`src/rtl/evr_pkg.sv`:
```
package evr_pkg;
   typedef enum logic {
      EVR_IDLE  = 1'b0,
      EVR_WRITE = 1'b1
   } evr_state_e;
endpackage

```
`src/rtl/evr_index_ctrl.sv`:
```
module evr_index_ctrl #(
   parameter int RING_LEN = 6,
   parameter int IDX_W    = $clog2(RING_LEN),
   parameter int DB_W     = IDX_W + 1
) (
   input  logic             clk,
   input  logic             rst_n,
   input  logic             advance,
   input  logic             db_we,
   input  logic [DB_W-1:0]  db_idx,
   output logic [IDX_W-1:0] rd_idx,
   output logic             ring_full
);
   localparam bit IS_POW2 = (RING_LEN & (RING_LEN - 1)) == 0;
   localparam logic [IDX_W-1:0] LAST_IDX = IDX_W'(RING_LEN - 1);
   localparam logic [DB_W-1:0]  LEN_DB   = DB_W'(RING_LEN);

   logic [IDX_W-1:0] rd_q;
   logic [IDX_W-1:0] wr_q;
   logic [IDX_W-1:0] rd_nxt;
   logic             db_ok;

   generate
      if (IS_POW2) begin : g_wrap_natural
         assign rd_nxt = rd_q + IDX_W'(1);
      end else begin : g_wrap_compare
         assign rd_nxt = (rd_q == LAST_IDX) ? '0 : rd_q + IDX_W'(1);
      end
   endgenerate

   assign db_ok = db_we && (db_idx < LEN_DB);

   always_ff @(posedge clk or negedge rst_n) begin
      if (!rst_n) begin
         rd_q <= '0;
      end else if (advance) begin
         rd_q <= rd_nxt;
      end
   end

   always_ff @(posedge clk or negedge rst_n) begin
      if (!rst_n) begin
         wr_q <= LAST_IDX;
      end else if (db_ok) begin
         wr_q <= db_idx[IDX_W-1:0];
      end
   end

   assign rd_idx    = rd_q;
   assign ring_full = (rd_q == wr_q);

   AST_RD_IN_RANGE: assert property (@(posedge clk) disable iff (!rst_n)
      ({1'b0, rd_q} < LEN_DB));
   AST_RD_MOVES_ONLY_ON_WRITE: assert property (@(posedge clk) disable iff (!rst_n)
      !advance |=> $stable(rd_q));
   AST_NO_WRITE_WHEN_FULL: assert property (@(posedge clk) disable iff (!rst_n)
      advance |-> !ring_full);
   AST_BAD_DOORBELL_IGNORED: assert property (@(posedge clk) disable iff (!rst_n)
      (db_we && (db_idx >= LEN_DB)) |=> $stable(wr_q));
endmodule

```
`src/rtl/evr_addr_gen.sv`:
```
module evr_addr_gen #(
   parameter int ADDR_W     = 32,
   parameter int IDX_W      = 3,
   parameter int ELEM_BYTES = 16
) (
   input  logic [ADDR_W-1:0] base,
   input  logic [IDX_W-1:0]  idx,
   output logic [ADDR_W-1:0] addr
);
   localparam bit ELEM_POW2  = (ELEM_BYTES & (ELEM_BYTES - 1)) == 0;
   localparam int ELEM_SHIFT = $clog2(ELEM_BYTES);

   logic [ADDR_W-1:0] offset;

   generate
      if (ELEM_POW2) begin : g_off_shift
         assign offset = ADDR_W'(idx) << ELEM_SHIFT;
      end else begin : g_off_mult
         assign offset = ADDR_W'(idx) * ADDR_W'(ELEM_BYTES);
      end
   endgenerate

   assign addr = base + offset;
endmodule

```
`src/rtl/evr_post_fsm.sv`:
```
module evr_post_fsm
   import evr_pkg::*;
#(
   parameter int ADDR_W = 32,
   parameter int DATA_W = 64
) (
   input  logic              clk,
   input  logic              rst_n,
   input  logic              evt_valid,
   output logic              evt_ready,
   input  logic [DATA_W-1:0] evt_data,
   input  logic              ring_full,
   input  logic [ADDR_W-1:0] slot_addr,
   output logic              wr_valid,
   input  logic              wr_ready,
   output logic [ADDR_W-1:0] wr_addr,
   output logic [DATA_W-1:0] wr_data,
   output logic              advance,
   output logic              irq
);
   evr_state_e        st_q;
   logic [ADDR_W-1:0] addr_q;
   logic [DATA_W-1:0] data_q;
   logic              irq_q;
   logic              take;

   assign evt_ready = (st_q == EVR_IDLE) && !ring_full;
   assign take      = evt_valid && evt_ready;
   assign wr_valid  = (st_q == EVR_WRITE);
   assign advance   = wr_valid && wr_ready;

   always_ff @(posedge clk or negedge rst_n) begin
      if (!rst_n) begin
         st_q   <= EVR_IDLE;
         addr_q <= '0;
         data_q <= '0;
      end else begin
         case (st_q)
            EVR_IDLE: begin
               if (take) begin
                  st_q   <= EVR_WRITE;
                  addr_q <= slot_addr;
                  data_q <= evt_data;
               end
            end
            EVR_WRITE: begin
               if (wr_ready) begin
                  st_q <= EVR_IDLE;
               end
            end
            default: st_q <= EVR_IDLE;
         endcase
      end
   end

   always_ff @(posedge clk or negedge rst_n) begin
      if (!rst_n) begin
         irq_q <= 1'b0;
      end else begin
         irq_q <= advance;
      end
   end

   assign wr_addr = addr_q;
   assign wr_data = data_q;
   assign irq     = irq_q;

   AST_WRITE_HELD: assert property (@(posedge clk) disable iff (!rst_n)
      (wr_valid && !wr_ready) |=> (wr_valid && $stable(wr_addr) && $stable(wr_data)));
   AST_IRQ_ONE_CYCLE: assert property (@(posedge clk) disable iff (!rst_n)
      irq |=> !irq);
   AST_IRQ_AFTER_WRITE: assert property (@(posedge clk) disable iff (!rst_n)
      $rose(irq) |-> $past(wr_valid && wr_ready));
   AST_SINGLE_OUTSTANDING: assert property (@(posedge clk) disable iff (!rst_n)
      wr_valid |-> !evt_ready);
endmodule

```
`src/rtl/evring_producer.sv`:
```
module evring_producer #(
   parameter int ADDR_W     = 32,
   parameter int DATA_W     = 64,
   parameter int RING_LEN   = 6,
   parameter int ELEM_BYTES = 16,
   localparam int IDX_W     = $clog2(RING_LEN),
   localparam int DB_W      = IDX_W + 1
) (
   input  logic              clk,
   input  logic              rst_n,
   input  logic [ADDR_W-1:0] cfg_base,
   input  logic              evt_valid,
   output logic              evt_ready,
   input  logic [DATA_W-1:0] evt_data,
   output logic              wr_valid,
   input  logic              wr_ready,
   output logic [ADDR_W-1:0] wr_addr,
   output logic [DATA_W-1:0] wr_data,
   input  logic              db_we,
   input  logic [DB_W-1:0]   db_idx,
   output logic              irq
);
   generate
      if (RING_LEN < 2) begin : g_bad_len
         $error("evring_producer: RING_LEN must be at least 2");
      end
      if (ELEM_BYTES < 1) begin : g_bad_elem
         $error("evring_producer: ELEM_BYTES must be at least 1");
      end
      if (DATA_W < 1 || ADDR_W < 2) begin : g_bad_width
         $error("evring_producer: DATA_W and ADDR_W are too small");
      end
   endgenerate

   logic [IDX_W-1:0]  rd_idx;
   logic              ring_full;
   logic              advance;
   logic [ADDR_W-1:0] slot_addr;

   evr_index_ctrl #(
      .RING_LEN (RING_LEN),
      .IDX_W    (IDX_W),
      .DB_W     (DB_W)
   ) u_idx (
      .clk       (clk),
      .rst_n     (rst_n),
      .advance   (advance),
      .db_we     (db_we),
      .db_idx    (db_idx),
      .rd_idx    (rd_idx),
      .ring_full (ring_full)
   );

   evr_addr_gen #(
      .ADDR_W     (ADDR_W),
      .IDX_W      (IDX_W),
      .ELEM_BYTES (ELEM_BYTES)
   ) u_addr (
      .base (cfg_base),
      .idx  (rd_idx),
      .addr (slot_addr)
   );

   evr_post_fsm #(
      .ADDR_W (ADDR_W),
      .DATA_W (DATA_W)
   ) u_fsm (
      .clk       (clk),
      .rst_n     (rst_n),
      .evt_valid (evt_valid),
      .evt_ready (evt_ready),
      .evt_data  (evt_data),
      .ring_full (ring_full),
      .slot_addr (slot_addr),
      .wr_valid  (wr_valid),
      .wr_ready  (wr_ready),
      .wr_addr   (wr_addr),
      .wr_data   (wr_data),
      .advance   (advance),
      .irq       (irq)
   );
endmodule

```
`config.mk`:
```
export PLATFORM = sky130hd
export DESIGN_NAME = evring_producer
export DESIGN_NICKNAME = d
export VERILOG_FILES = /design/src/rtl/evr_pkg.sv /design/src/rtl/evr_index_ctrl.sv /design/src/rtl/evr_addr_gen.sv /design/src/rtl/evr_post_fsm.sv /design/src/rtl/evring_producer.sv
export SDC_FILE = /design/constraint.sdc
export NUM_CORES = 1
export LEC_CHECK = 0
export BUFFER_PORTS_ARGS = -buffer_cell sky130_fd_sc_hd__buf_2
export CELL_PAD_IN_SITES_DETAIL_PLACEMENT = 1
export CELL_PAD_IN_SITES_GLOBAL_PLACEMENT = 1
export CORE_AREA = 4 4 125 115
export DETAILED_ROUTE_END_ITERATION = 16
export DIE_AREA = 0 0 129 119
export PLACE_DENSITY = 0.82
export SLEW_MARGIN = 20
export SYNTH_ARGS = -nofsm -noshare
export SYNTH_HDL_FRONTEND = slang
export SYNTH_SLANG_ARGS = --single-unit
```
`constraint.sdc`:
```
create_clock -name clk -period 3.75 [get_ports clk]
set_input_delay 0.5625 -clock clk [delete_from_list [all_inputs] [get_ports clk]]
set_output_delay 0.5625 -clock clk [all_outputs]
set_load 0.05 [all_outputs]
```
==> summary.txt, run 1 <==
Critical Path Sink Type: register
Max Cap Violations: 0
Number of global-route vias before repair: 4797
Fmax achieved: 365.7 MHz
R2r worst-path depth: 7
Worst clock skew: 0.007562 ns
Syn Nets: 636
Layout fillers: 1614
Actual slew at the worst max-slew pin: 0.8697 ns
Cts hold-fix bufs: 0
Core Rows: 40
Pin count of the biggest net entering global routing: 104
Worst vdd ir: 576.6 µV
Worst-Skew Late Latency: 0.34 ns
Die ar.: 0.01535 mm²
Wire per inst: 16.85 µm
H-tree depth: 3
Ys flop type: dfrtp_1
Die width: 129 µm
Via count: 4532
Cell Area, Synth: 0.004727 mm²
CTS tree: yes
Max Slew Vio Count: 0
Yosys reg bits: 104
Post-CTS Resized: 0
Routed vias/inst: 5.075
Final hold violation count: 0
RSZ-0062 raised after global routing: false
Initial Util: 36.05%
Slew Limit Headroom: 41.63%
Routability cong.: 0.8007
Detail Placement HPWL: 11180 µm
P&R area growth vs syn: 31.39%
Tcrit/Tclk final: 72.92%
P_leak: 0.003287 µW
Worst Path Required: 3.98 ns
Maximum buffer depth of the clock tree: 2
Share of cells above drive strength 1: 32.00%
Power Density: 1067 mW/mm²
Synthesized instance count: 527
IO Port Bufs: 203
Post-Syn Area per Cell: 8.970 µm²
Post-synth EDFFs: 0
Synth async-reset ratio: 100.0%
DRT iter0 DRCs: 251
Hold WS: 0.2663 ns
Sequential area share after synthesis: 55.11%
Crit Path Class: register to register
Status: finished clean
Tightest Hold Check Type: input pin to asynchronous set/reset pin
Tmin final: 2.735 ns
Initial antenna violation count: 1
Core area: 0.01311 mm²
Crit path launch type: register
Layout Nets: 830
Power Total: 6628 µW
Max FO, Critical Path: 13
ANT nets after route: 0
Final Util: 47.37%
Clk slew on worst S/H paths: 0.07 ns
I/O pin count: 204
Netlist cell types: 45
Commonest non-fill, non-tap cell in the layout: nand2_1
Remaining DRCs: 0
Final setup violating endpoints: 0
Chip Height: 119 µm
Root Buffer: clkbuf_16
Routed wire length: 15040 µm
Cts bufs inserted: 9
Post-CTS Setup Repair Bufs: 0
Total gr overflow: 0
Clock Sinks: 104
Antenna Cells: 0
Gr usage total: 19.51%
First-pass DRT Iterations: 4
Ys Warns: 0
Final setup TNS: 0 ns
Most frequent cells in the layout: 239 x nand2_1, 202 x buf_2, 102 x dfrtp_1, 18 x nand3_1, 17 x o21ai_0
First-pass GRT wire length: 23980 µm
CP arrival: 2.96 ns
registers in the layout (all words and copies together), names as in the netlist:
name / cells
u_fsm.wr_addr: 32
u_fsm.wr_data: 64
u_idx.wr_q: 3
u_fsm.wr_valid: 1
u_idx.rd_idx: 3
u_fsm.irq: 1
power breakdown:
group          internal [µW]  switching, µW
clock network            540            429
registers               1650            295
logic                    800           2910
total                   2990           3630
through the flow:
stage	cell area, µm²	std cells	worst slack [ns]
after global placement	5881	877	1.019
after global routing	6211	893	0.7506
after detailed placement	5881	877	0.9122
after floorplan	4727	527	1.475
after CTS	6183	892	1.047
final	6211	893	1.015
critical path, stage by stage (launching register included):
cell,delay [ns]
dfrtp_1,0.41
ha_1,0.21
inv_1,0.06
fa_1,0.41
nor2b_1,0.41
o21ai_1,0.39
o311a_1,0.45
a211o_1,0.28
final cells by class:
| class | count | area (µm²) | area share, % |
|---|---|---|---|
| flip-flops and latches | 104 | 2605 | 41.94 |
| multi-input cells | 389 | 1972 | 31.75 |
| repair buffers | 211 | 1099 | 17.69 |
| clock buffers | 10 | 239.0 | 3.848 |
| well taps | 168 | 210.2 | 3.384 |
| clock inverters | 5 | 63.81 | 1.027 |
| inverters | 6 | 22.52 | 0.3626 |
metal layers:
metal	global-route usage, %	part of all wire, %
met3	4.036	6.3
met5	0	0.047
met1	23.26	41
met4	7.283	2.5
met2	34.33	50
cell usage after synthesis, types with 2 or more instances:
master | count | area share, %
a21oi_1 | 4 | 0.42
buf_6 | 3 | 0.71
clkbuf_1 | 10 | 0.79
xnor2_1 | 7 | 1.3
a311oi_1 | 12 | 2.2
o21ai_0 | 17 | 1.8
nand4b_1 | 3 | 0.56
a211oi_1 | 2 | 0.32
and4_1 | 5 | 0.93
a31oi_1 | 6 | 0.79
and3_1 | 5 | 0.66
o311ai_0 | 8 | 1.5
nand2b_1 | 2 | 0.26
xor2_1 | 7 | 1.3
or3_1 | 3 | 0.40
a21o_1 | 2 | 0.32
nand3_1 | 18 | 1.9
buf_2 | 14 | 1.5
o31ai_1 | 2 | 0.32
dfstp_2 | 2 | 1.1
nand2_1 | 239 | 19
ha_1 | 3 | 0.79
nand4_1 | 8 | 1.1
nor2_1 | 11 | 0.87
or4b_1 | 5 | 1.1
o211ai_1 | 2 | 0.32
and2_1 | 3 | 0.40
inv_1 | 6 | 0.48
dfrtp_1 | 102 | 54
path summary, 6_finish.rpt:
check / slack [ns] / from / end
setup reg to reg: 1.02 / u_idx.rd_idx[0] / u_fsm.wr_addr[24]
hold reg to reg: 0.47 / u_fsm.wr_data[51] / u_fsm.wr_data[51]
setup / recovery: 1.02 / u_idx.rd_idx[0] / u_fsm.wr_addr[24]
max in group asynchronous: 2.65 / rst_n / u_fsm.wr_addr[22]
min in group clk: 0.40 / evt_data[32] / u_fsm.wr_data[32]
hold / removal: 0.27 / rst_n / u_fsm.wr_addr[12]
cells by family (layout without fill, tap and decap cells):
family	Yosys count	in the layout	share of synthesized area [%]
muxes	1	1	0.2382
AOI/OAI and AO/OA	63	63	9.476
DFF	104	104	55.11
xor gates and xnor gates	14	14	2.594
adders and majority gates	4	4	1.218
buffers and inverters	34	232	3.547
and+or+nand+nor	307	307	27.82
(Power assumes the default switching activity.)
==> inputs of run 2 (changes only) <==
- CORE_AREA: 4 4 125 115 -> 4 4 130 119
- DIE_AREA: 0 0 129 119 -> 0 0 134 123
- PLACE_DENSITY: 0.82 -> 0.76
- clock period: 3.75 -> 2.77 ns (I/O delays scaled with it)
==> summary.txt, run 2 (synthesized netlist as in run 1, its figures left out) <==
Flop pwr share: 29.5%
IO Port Bufs: 203
Routed vias/inst: 4.925
Post-CTS Setup Repair Bufs: 0
Core Rows: 41
Gr usage total: 18.48%
Cts bufs inserted: 9
Clk slew on worst S/H paths: 0.07 ns
Commonest non-fill, non-tap cell in the layout: nand2_1
Slew Limit Headroom: 40.77%
Wire per inst: 16.53 µm
Crit path launch type: register
Antenna Cells: 0
Tightest Hold Check Type: input pin to register
Clock Sinks: 104
Most frequent cells in the layout: 239 x nand2_1, 202 x buf_2, 102 x dfrtp_1, 18 x nand3_1, 17 x o21ai_0
H-tree depth: 3
Initial antenna violation count: 1
CTS tree: yes
Pin count of the biggest net entering global routing: 90
Power Total: 8972 µW
Crit Path Class: register to register
Routability cong.: 0.8614
Remaining DRCs: 0
Root Buffer: clkbuf_16
DRT iter0 DRCs: 138
Tcrit/Tclk final: 88.06%
Via count: 4536
Switching pwr: 4907 µW
Chip Height: 123 µm
Final setup TNS: 0 ns
Max FO, Critical Path: 13
CP arrival: 2.68 ns
Detail Placement HPWL: 11520 µm
Power Density: 1430 mW/mm²
Worst clock skew: 0.006843 ns
Sw Ratio: 54.69%
Core area: 0.01400 mm²
Worst Path Required: 3.01 ns
First-pass GRT wire length: 24370 µm
I/O pin count: 204
Fmax achieved: 410.0 MHz
Clock share of power: 14.5%
Worst-Skew Late Latency: 0.35 ns
P_leak: 0.003300 µW
Worst vdd ir: 578.4 µV
Design area: 0.006274 mm²
Hold WS: 0.2563 ns
Share of cells above drive strength 1: 32.01%
ANT nets after route: 0
Maximum buffer depth of the clock tree: 2
Die width: 134 µm
Die ar.: 0.01648 mm²
Status: finished clean
Reg2Reg Setup Slack: 0.33 ns
Initial Util: 33.75%
Layout Nets: 832
Tmin final: 2.439 ns
Comb pwr share: 56.0%
Actual slew at the worst max-slew pin: 0.8825 ns
P&R area growth vs syn: 32.72%
Critical Path Sink Type: register
Placement Cell Area: 0.005964 mm²
Max Slew Vio Count: 0
Max reg flops: 64
Number of global-route vias before repair: 4777
Final setup violating endpoints: 0
First-pass DRT Iterations: 4
Total gr overflow: 0
Max Cap Violations: 0
Final hold violation count: 0
Cell-internal power: 4066 µW
Routed wire length: 15220 µm
RSZ-0062 raised after global routing: false
[run 2: power by group through the flow]
| stage | combinational, µW | sequential [µW] | clock (µW) |
|---|---|---|---|
| floorplan | 1320 | 5030 | 0 |
| global placement | 4960 | 2630 | 0 |
| detailed placement | 5090 | 2670 | 0 |
| CTS | 5100 | 2660 | 1350 |
| global route | 5370 | 2740 | 1410 |
| finish | 5020 | 2650 | 1300 |
[run 2: cell type report]
type                       instances  area [µm²]
fill                            1763        7731
clock inverter                     5       56.30
clock buffer                      11       242.7
timing repair buffer             213        1134
tap                              193       241.5
multi-input combinational        389        1972
inverter                           6       22.52
sequential                       104        2605
[run 2: worst max-delay path, cell delays in order (launching register included)]
cell     delay, ns
dfrtp_1       0.43
ha_1          0.21
inv_1         0.06
fa_1          0.41
nor2b_1       0.20
o21ai_1       0.31
o311a_1       0.45
a211o_1       0.26
[run 2: timing repair]
| action | in CTS | in global routing |
|---|---|---|
| hold buffers | 1 | 0 |
| endpoints found under the hold margin | 18 | 0 |
| gates resized for setup | 0 | 0 |
[run 2: path summary, 6_finish.rpt]
check / cells after the start / from / end
max in group asynchronous: 3 / rst_n / u_fsm.wr_data[55]
min in group asynchronous: 2 / rst_n / u_fsm.wr_addr[4]
max reg2reg: 7 / u_idx.rd_idx[0] / u_fsm.wr_addr[24]
min reg2reg: 2 / u_fsm.wr_data[40] / u_fsm.wr_data[40]
max: 7 / u_idx.rd_idx[0] / u_fsm.wr_addr[24]
min: 3 / evt_data[5] / u_fsm.wr_data[5]
[run 2: routing by layer]
layer / vias up / global-route usage (%) / share of wire [%]
met3: 21 / 5.777 / 6.9
met4: 2 / 6.234 / 2.0
met5: - / 0 / 0.079
li1: 2168 / - / -
met1: 2214 / 23.35 / 44
met2: 131 / 30.33 / 48
[run 2: metrics by stage]
stage	util, %	setup slack, ns	instances
final	44.80	0.3309	921
after global routing	44.80	0.1809	921
after CTS	44.80	0.3298	921
after detailed placement	42.59	0.3147	904
after global placement	42.59	0.3689	904
after floorplan	-	0.6419	527
==> inputs of run 3 (changes only) <==
- ABC_AREA: unset -> 1
- CORE_AREA: 4 4 130 119 -> 4 4 133 122
- DIE_AREA: 0 0 134 123 -> 0 0 137 126
==> summary.txt, run 3 <==
Synthesized instance count: 625
Critical Path Sink Type: register
Netlist cell types: 23
Worst Path Required: 3.06 ns
Post-Layout Cell Count: 1026
Routed vias/inst: 4.564
Worst-Skew Late Latency: 0.35 ns
Gr usage total: 17.99%
Layout Nets: 932
Worst vdd ir: 644.0 µV
Slew Limit Headroom: 59.67%
Worst clock skew: 0.005234 ns
Detail Placement HPWL: 11310 µm
Critical path startpoint: u_idx.rd_idx[0]
Slowest cell delay on critical path: 0.41 ns
Status: finished clean
Placed Instances: 1010
DP Worst Slack: 0.7130 ns
Routability cong.: 0.8170
WL met1: 6752 µm
Root Buffer: clkbuf_16
Top-area cell type share of the netlist area: 52.96%
Final setup TNS: 0 ns
Ys Warns: 0
Remaining DRCs: 0
ANT nets after route: 0
CP arrival: 2.30 ns
DRT iter0 DRCs: 174
Reg2Reg Setup Slack: 0.76 ns
I/O pin count: 204
Antenna Cells: 0
Synth async-reset ratio: 100.0%
Die ar.: 0.01726 mm²
First-pass DRT Iterations: 4
Crit path launch type: register
Max layer used: met5
Tightest Hold Check Type: input pin to asynchronous set/reset pin
Final setup violating endpoints: 0
Max Cap Violations: 0
Commonest non-fill, non-tap cell in the layout: nand2_1
R2r worst-path depth: 12
Tmin final: 2.010 ns
Via count: 4683
Post-CTS Setup Repair Bufs: 0
First-pass GRT wire length: 24700 µm
Clk slew on worst S/H paths: 0.07 ns
Worst path cell trace: ha_1 -> inv_1 -> fa_1 -> inv_1 -> nand2_1 -> nand2_1 -> nand2_1 -> nor2_1 -> nand2_1 -> nand2_1 -> nand3_1 -> nand2_1
Most frequent cell after synthesis: nand2_1
RR Endpoint: u_fsm.wr_addr[24]
Max Slew Vio Count: 0
Cts hold-fix bufs: 0
Top cells by count, synth: 350 x nand2_1, 102 x dfrtp_1, 40 x nor2_1, 32 x inv_1, 27 x nand3_1
Power Density: 1363 mW/mm²
Worst setup margin: 0.7603 ns
IO Port Bufs: 203
Cell taking the most area after synthesis: dfrtp_1
Max reg flops: 64
Actual slew at the worst max-slew pin: 0.6049 ns
Post-CTS Resized: 0
Maximum buffer depth of the clock tree: 2
Routed wire length: 15460 µm
Total gr overflow: 0
Synth top area cells: dfrtp_1 53%, nand2_1 27%, nor2_1 3.1%
CP most frequent cell: nand2_1
Chip Height: 126 µm
Design area: 0.006310 mm²
R2r startpoint: u_idx.rd_idx[0]
Number of global-route vias before repair: 4895
Final hold violation count: 0
Cts bufs inserted: 9
Met3 WL: 1484 µm
Syn Nets: 734
Core area: 0.01471 mm²
Clock Sinks: 104
Initial Util: 32.76%
H-tree depth: 3
Wire per inst: 15.07 µm
Initial antenna violation count: 1
P_leak: 0.003617 µW
Routed wl met2: 7000 µm
CTS tree: yes
Crit Path Class: register to register
RSZ-0062 raised after global routing: false
Tcrit/Tclk final: 72.55%
P&R area growth vs syn: 30.92%
Ys flop type: dfrtp_1
Fmax achieved: 497.6 MHz
Placement Cell Area: 0.006036 mm²
Max FO, Critical Path: 4
Core Rows: 42
Share of cells above drive strength 1: 28.02%
Die width: 137 µm
Post-Syn Area per Cell: 7.711 µm²
Post-synth EDFFs: 0
Yosys reg bits: 104
Most frequent cells in the layout: 350 x nand2_1, 202 x buf_2, 102 x dfrtp_1, 40 x nor2_1, 32 x inv_1
Cell Area, Synth: 0.004820 mm²
Crit-path slowest cell: dfrtp_1
Pin count of the biggest net entering global routing: 106
Sequential area share after synthesis: 54.05%
[run 3: changes by cell type in the layout (fill, tap and decap cells not counted), moves of 8 or more]
cell and delta:
inv_1 +26, nand2_1 +111, nor2_1 +29, nand3_1 +9, a311oi_1 -12, o311ai_0 -8
[run 3: power breakdown]
group	internal, µW	switching [µW]
Combinational	1010	3750
Clock	614	595
Sequential	2230	406
Total	3850	4750
[run 3: worst max-delay path, delay by kind of cell, from the launching register on]
| family | cells | cell delay (ns) |
|---|---|---|
| fa+ha+maj | 2 | 0.61 |
| simple gates | 8 | 0.76 |
| flops | 1 | 0.41 |
| buf+inv | 2 | 0.18 |
[run 3: area by class of cell]
| cell class | instances | area [µm²] |
|---|---|---|
| sequential | 104 | 2605 |
| inverter | 33 | 123.9 |
| timing repair buffer | 207 | 1074 |
| multi-input combinational | 468 | 1986 |
| fill | 1909 | 8404 |
| tap | 198 | 247.7 |
| clock buffer | 10 | 229.0 |
| clock inverter | 6 | 45.04 |
[run 3: worst max-delay path by stage]
stage	to	slack (ns)
after floorplan	u_fsm.wr_addr[20]	1.0
after global placement	u_fsm.wr_addr[24]	0.78
after detailed placement	u_fsm.wr_addr[24]	0.71
after CTS	u_fsm.wr_addr[24]	0.77
after global routing	u_fsm.wr_addr[26]	0.60
final	u_fsm.wr_addr[24]	0.76
[run 3: kinds of logic (layout without fill, tap and decap cells)]
group / Yosys count / count (layout) / share of synthesized area, %
xor gates and xnor gates: 11 / 11 / 1.999
AOI/OAI and AO/OA: 18 / 18 / 1.869
buffers and inverters: 53 / 256 / 4.907
muxes: 2 / 2 / 0.4673
and+or+nand+nor: 433 / 433 / 35.51
DFF: 104 / 104 / 54.05
adders and majority gates: 4 / 4 / 1.194
[run 3: layer usage]
layer  track usage, %  vias to the layer above
li1                 -                     2304
met1            22.33                     2215
met2            28.90                      145
met3            7.456                       17
met4            4.871                        2
met5                0                        -
[run 3: metrics by stage]
step           power, µW  util (%)  hold slack (ns)
2_1_floorplan       6178         -           0.1199
3_3_place_gp        7379     41.02           0.4569
3_5_place_dp        7468     41.02           0.4603
4_1_cts             8726     42.88           0.1590
5_1_grt             9151     42.88           0.1787
6_report            8598     42.88          0.09869
